--- config.mk ---
export PLATFORM = sky130hd
export DESIGN_NAME = acc_core
export DESIGN_NICKNAME = d
export VERILOG_FILES = /design/src/rtl/acc_pkg.sv /design/src/rtl/acc_decode.sv /design/src/rtl/acc_alu.sv /design/src/rtl/acc_core.sv
export SDC_FILE = /design/constraint.sdc
export NUM_CORES = 1
export LEC_CHECK = 0
export ABC_AREA = 1
export BUFFER_PORTS_ARGS = -buffer_cell sky130_fd_sc_hd__buf_2
export CAP_MARGIN = 15
export CORE_MARGIN = 2
export CORE_UTILIZATION = 25
export CTS_BUF_LIST = sky130_fd_sc_hd__clkbuf_4 sky130_fd_sc_hd__clkbuf_8
export DETAILED_ROUTE_END_ITERATION = 6
export GPL_TIMING_DRIVEN = 0
export PLACE_DENSITY = 0.39
export SKIP_CTS_REPAIR_TIMING = 1
export SYNTH_ARGS = -nofsm -noshare
export SYNTH_HDL_FRONTEND = slang
export SYNTH_SLANG_ARGS = --single-unit
export TNS_END_PERCENT = 50
--- constraint.sdc ---
create_clock -name clk -period 2.2 [get_ports clk]
set_input_delay 0.11 -clock clk [delete_from_list [all_inputs] [get_ports clk]]
set_output_delay 0.11 -clock clk [all_outputs]
set_load 0.03 [all_outputs]
--- src/rtl/acc_pkg.sv ---
package acc_pkg;
    localparam int DW = 8;
    localparam int AW = 16;

    typedef enum logic [3:0] {
        OP_NOP  = 4'h0, OP_LDAC = 4'h1, OP_STAC = 4'h2, OP_MVAC = 4'h3,
        OP_MOVR = 4'h4, OP_JUMP = 4'h5, OP_JMPZ = 4'h6, OP_JPNZ = 4'h7,
        OP_ADD  = 4'h8, OP_SUB  = 4'h9, OP_INAC = 4'hA, OP_CLAC = 4'hB,
        OP_AND  = 4'hC, OP_OR   = 4'hD, OP_XOR  = 4'hE, OP_NOT  = 4'hF
    } op_e;

    typedef enum logic [2:0] {
        ST_FETCH, ST_DECODE, ST_ADR_LO, ST_ADR_HI, ST_LOAD
    } state_e;

    typedef struct packed {
        state_e          st;
        op_e             ir;
        logic [AW-1:0]   pc;
        logic [DW-1:0]   acc;
        logic [DW-1:0]   r;
        logic            z;
        logic [DW-1:0]   lo;
    } core_regs_t;
endpackage

--- src/rtl/acc_decode.sv ---
module acc_decode
    import acc_pkg::*;
(
    input  logic [DW-1:0] byte_i,
    output op_e           op_o,
    output logic          has_addr_o
);
    localparam int OPW = 4;

    always_comb begin
        if (byte_i[DW-1:OPW] != '0) op_o = OP_NOP;
        else                        op_o = op_e'(byte_i[OPW-1:0]);
        unique case (op_o)
            OP_LDAC, OP_STAC, OP_JUMP, OP_JMPZ, OP_JPNZ: has_addr_o = 1'b1;
            default:                                     has_addr_o = 1'b0;
        endcase
    end
endmodule

--- src/rtl/acc_alu.sv ---
module acc_alu
    import acc_pkg::*;
(
    input  op_e           op_i,
    input  logic [DW-1:0] a_i,
    input  logic [DW-1:0] b_i,
    output logic [DW-1:0] y_o,
    output logic          zero_o,
    output logic          wr_o
);
    always_comb begin
        wr_o = 1'b1;
        unique case (op_i)
            OP_ADD:  y_o = a_i + b_i;
            OP_SUB:  y_o = a_i - b_i;
            OP_INAC: y_o = a_i + {{(DW-1){1'b0}}, 1'b1};
            OP_CLAC: y_o = '0;
            OP_AND:  y_o = a_i & b_i;
            OP_OR:   y_o = a_i | b_i;
            OP_XOR:  y_o = a_i ^ b_i;
            OP_NOT:  y_o = ~a_i;
            default: begin
                y_o  = a_i;
                wr_o = 1'b0;
            end
        endcase
        zero_o = (y_o == '0);
    end
endmodule

--- src/rtl/acc_core.sv ---
module acc_core
    import acc_pkg::*;
(
    input  logic          clk,
    input  logic          rst_n,
    output logic [15:0]   mem_addr,
    output logic          mem_rd,
    output logic          mem_wr,
    output logic [7:0]    mem_wdata,
    input  logic [7:0]    mem_rdata,
    output logic [15:0]   pc_o,
    output logic [7:0]    acc_o,
    output logic [7:0]    r_o,
    output logic          z_o
);
    core_regs_t q, d;
    op_e           dec_op;
    logic          dec_has_addr;
    logic [DW-1:0] alu_y;
    logic          alu_zero, alu_wr;
    logic [AW-1:0] target;
    logic          take;

    acc_decode u_dec (
        .byte_i     (mem_rdata),
        .op_o       (dec_op),
        .has_addr_o (dec_has_addr)
    );

    acc_alu u_alu (
        .op_i   (dec_op),
        .a_i    (q.acc),
        .b_i    (q.r),
        .y_o    (alu_y),
        .zero_o (alu_zero),
        .wr_o   (alu_wr)
    );

    always_comb begin
        d         = q;
        mem_addr  = q.pc;
        mem_rd    = 1'b0;
        mem_wr    = 1'b0;
        mem_wdata = q.acc;
        target    = {mem_rdata, q.lo};
        take      = (q.ir == OP_JUMP) ||
                    (q.ir == OP_JMPZ &&  q.z) ||
                    (q.ir == OP_JPNZ && !q.z);
        unique case (q.st)
            ST_FETCH: begin
                mem_rd = 1'b1;
                d.pc   = q.pc + 1'b1;
                d.st   = ST_DECODE;
            end
            ST_DECODE: begin
                d.ir = dec_op;
                if (dec_has_addr) begin
                    mem_rd = 1'b1;
                    d.pc   = q.pc + 1'b1;
                    d.st   = ST_ADR_LO;
                end else begin
                    d.st = ST_FETCH;
                    if (dec_op == OP_MVAC) d.r   = q.acc;
                    if (dec_op == OP_MOVR) d.acc = q.r;
                    if (alu_wr) begin
                        d.acc = alu_y;
                        d.z   = alu_zero;
                    end
                end
            end
            ST_ADR_LO: begin
                d.lo   = mem_rdata;
                mem_rd = 1'b1;
                d.pc   = q.pc + 1'b1;
                d.st   = ST_ADR_HI;
            end
            ST_ADR_HI: begin
                d.st = ST_FETCH;
                if (q.ir == OP_LDAC) begin
                    mem_addr = target;
                    mem_rd   = 1'b1;
                    d.st     = ST_LOAD;
                end else if (q.ir == OP_STAC) begin
                    mem_addr = target;
                    mem_wr   = 1'b1;
                end else if (take) begin
                    d.pc = target;
                end
            end
            ST_LOAD: begin
                d.acc = mem_rdata;
                d.st  = ST_FETCH;
            end
            default: d.st = ST_FETCH;
        endcase
    end

    always_ff @(posedge clk or negedge rst_n) begin
        if (!rst_n) begin
            q <= '{st: ST_FETCH, ir: OP_NOP, pc: '0, acc: '0, r: '0, z: 1'b0, lo: '0};
        end else begin
            q <= d;
        end
    end

    assign pc_o  = q.pc;
    assign acc_o = q.acc;
    assign r_o   = q.r;
    assign z_o   = q.z;

    AST_ONE_ACCESS: assert property (@(posedge clk) disable iff (!rst_n)
        !(mem_rd && mem_wr));
    AST_WRITE_ENDS: assert property (@(posedge clk) disable iff (!rst_n)
        mem_wr |=> (q.st == ST_FETCH));
    AST_FETCH_STEP: assert property (@(posedge clk) disable iff (!rst_n)
        (q.st == ST_FETCH) |=> (q.pc == $past(q.pc) + 16'd1));
    AST_CLAC_ZERO: assert property (@(posedge clk) disable iff (!rst_n)
        (q.st == ST_DECODE && dec_op == OP_CLAC) |=> (q.acc == '0 && q.z));
    AST_Z_HOLD: assert property (@(posedge clk) disable iff (!rst_n)
        (q.st != ST_DECODE) |=> $stable(q.z));
    AST_LOAD_DATA: assert property (@(posedge clk) disable iff (!rst_n)
        (q.st == ST_LOAD) |=> (q.acc == $past(mem_rdata)));
endmodule

==> metrics.yaml <==
status: "finished with violations"
violations: "setup timing"
cts_root_buf: "clkbuf_8"
dieArea_mm2: 0.0182
synth_fa_ha_area_share_pct: 7.78
via_count: 4257
cap_violations: 0
regToRegEndpoint: "acc_o[7]"
tritoncts: "yes"
synth_mux_area_share_pct: 0
p_sw_share_pct: 49.1
syn_area_per_cell_um2: 7.31
htreeDepth: 2
holdPathEnd: "q[7]"
p_total_mw: 5.14
place_inst: 873
fin_skew_ns: 0.0178
syn_area_mm2: 0.00428
min-delay-start: "mem_rdata[7]"
cts_buffers: 5
rr_worst_depth: 18
r2r-start: "r_o[1]"
antenna_found_initial: 0
clk_pin_slew_ns: 0.10
yosys.area.top_type: "dfrtp_1"
synth_xor_area_share_pct: 2.25
grt_first_pass_wirelength_mm: 22.9
gp_congestion: 0.856
synth_seq_cells: 48
drt_iter0_drc: 171
synthTopCellsByCount: "111 x nand2_1, 67 x inv_1, 51 x o21ai_0"
core_mm2: 0.0166
antenna_cells: 0
placed_cell_area_mm2: 0.00493
critPathKind: "reg2reg"
start_util_pct: 25.7
hold_path_depth: 3
yosysMostFrequentCell: "nand2_1"
power.leakage_nw: 2.66
intPower_mw: 2.62
viasPerCell: 4.73
min_period_over_period_pct: 116
sequentialPowerShare_pct: 28.5
wirelength_mm: 14.6
slew_headroom_pct: 58.9
worst_slew_pin_slew_ns: 0.613
syn_inst: 585
ant_nets: 0
nets: 715
synth_warnings: 0
hpwl_mm: 11.2
hold_ws_ns: 0.129
synth-main-ff-cell: "dfrtp_1"
drive_gt1_share_pct: 39.6
fin_cells: 900
p_switching_mw: 2.53
layout_min_cycle_time_ns: 2.55
hold_viol: 0
clockBufferDepth: 2
slew_viol_final: 0
grt_setup_unrepaired: "yes"
crit_arrival_ns: 2.83
pwr-share-clk_pct: 13.9
final_area_mm2: 0.00552
post-place-ws_ns: -0.979
fin_tns_setup_ns: -1.35
first_pass_iters: 4
tritoncts_num_sinks: 48
die_w_um: 135
cp-start-kind: "flop"
worstSetupEndpointType: "flop"
clk-insertion-delay-late_ns: 0.35
vdd_drop_max_v: 0.000497
max_freq_mhz: 393
area_growth_pct: 29.1
synth_cell_types: 47
path_max_fanout: 5
syn-num-nets: 621
synth_top_family_by_area: "simple AND/OR/NAND/NOR gates"
p_per_area_mw_per_mm2: 932
async_reset_ff_share_pct: 100
min_path_type: "in2reg"
num-fill-cells: 1812
synth_compound_area_share_pct: 19.1
track_usage_pct: 16.3
synth_top_area_share_pct: 28.1
io_buffer_count: 67
yosys.area_share.simple_pct: 27.1
fin_util_pct: 33.2
layout_setup_ws_ns: -0.347
synth_top_cells_by_area: "dfrtp_1 28%, nand2_1 9.7%, ha_1 7.3%, buf_4 7.2%, o21ai_0 6.0%"
yosysSeqAreaShare_pct: 28.1
ios: 69
drc: 0
finalSetupViolations: 7
die_h_um: 135
synth_edf_count: 0
grt_pass1_vias: 4197
worst-endpoint-required_ns: 2.48
regToRegSetupSlack_ns: -0.35
combPwrFrac_pct: 57.6
rows: 47
grt.overflow.total: 0
grt_max_degree: 29
wl_per_cell_um: 16.2
==> cell families after synthesis <==
group / count (synthesis)
xor+xnor: 11
compound gates: 132
simple gates: 237
buf+inv: 131
fa+ha+maj: 26
flops: 48
==> state kept, by name, summed over array words and instances, names as in the netlist <==
name and count:
acc_o 8, z_o 1, pc_o 16, r_o 8, q 15
==> worst max path at each step <==
stage,from,to,slack (ns),depth (start not counted)
CTS,r_o[2],z_o,-0.69,16
global placement,mem_rdata[4],z_o,-0.98,19
detailed placement,mem_rdata[6],z_o,-0.98,19
finish,r_o[1],acc_o[7],-0.35,18
floorplan,r_o[1],z_o,-0.14,17
global route,r_o[1],acc_o[7],-0.49,18
==> worst max-delay path, cell delays in order (launching register included) <==
cell     delay [ns]
dfrtp_2        0.46
inv_4          0.11
ha_4           0.15
nand2_4        0.07
nor2_4         0.13
inv_2          0.06
o21ai_2        0.12
nand3_2        0.09
o21ai_2        0.07
ha_1           0.28
a21oi_1        0.16
o21ai_1        0.10
a21oi_2        0.20
inv_1          0.06
nand2_1        0.07
nand3_2        0.09
nand2_1        0.11
nand2_2        0.06
a21oi_2        0.11
==> power groups by stage <==
stage | Sequential, mW | Clock, mW | Combinational [mW]
final | 1.47 | 0.718 | 2.96
after global placement | 1.47 | 0 | 2.72
after floorplan | 1.35 | 0 | 2.11
after CTS | 1.45 | 0.744 | 2.74
after detailed placement | 1.47 | 0 | 2.73
after global routing | 1.51 | 0.770 | 3.22
==> cell type report <==
cell class | instances | area [µm²] | area share (%)
plain buffers | 54 | 385 | 6.98
clock buffers | 5 | 68.8 | 1.25
clock inverters | 3 | 47.5 | 0.861
inverters | 77 | 305 | 5.53
multi-input cells | 406 | 2700 | 48.9
flip-flops and latches | 48 | 1210 | 21.9
well taps | 220 | 275 | 4.99
repair buffers | 87 | 528 | 9.56
==> metal layers <==
| metal | track usage [%] | wire length, µm | up-vias |
|---|---|---|---|
| met2 | 27.4 | 7040 | 104 |
| met5 | 0 | 0 | - |
| met1 | 21.6 | 6740 | 2051 |
| met4 | 5.61 | 294 | 0 |
| met3 | 2.10 | 544 | 17 |
| li1 | - | - | 2085 |
==> cell usage in the layout (no fill, tap or decap), types with 12 or more instances in the layout <==
cell / Yosys / final
nand2_1: 111 / 104
buf_4: 41 / 66
buf_2: 4 / 63
inv_1: 67 / 60
o21ai_0: 51 / 41
dfrtp_1: 48 / 41
nor2_1: 42 / 33
nand3_1: 39 / 29
a21oi_1: 31 / 25
ha_1: 25 / 21
o21ai_2: 10 / 17
o21ai_1: 11 / 14
nand2_2: 7 / 13
nand3_2: 3 / 12
No activity file was read; power rests on OpenSTA's default activity.
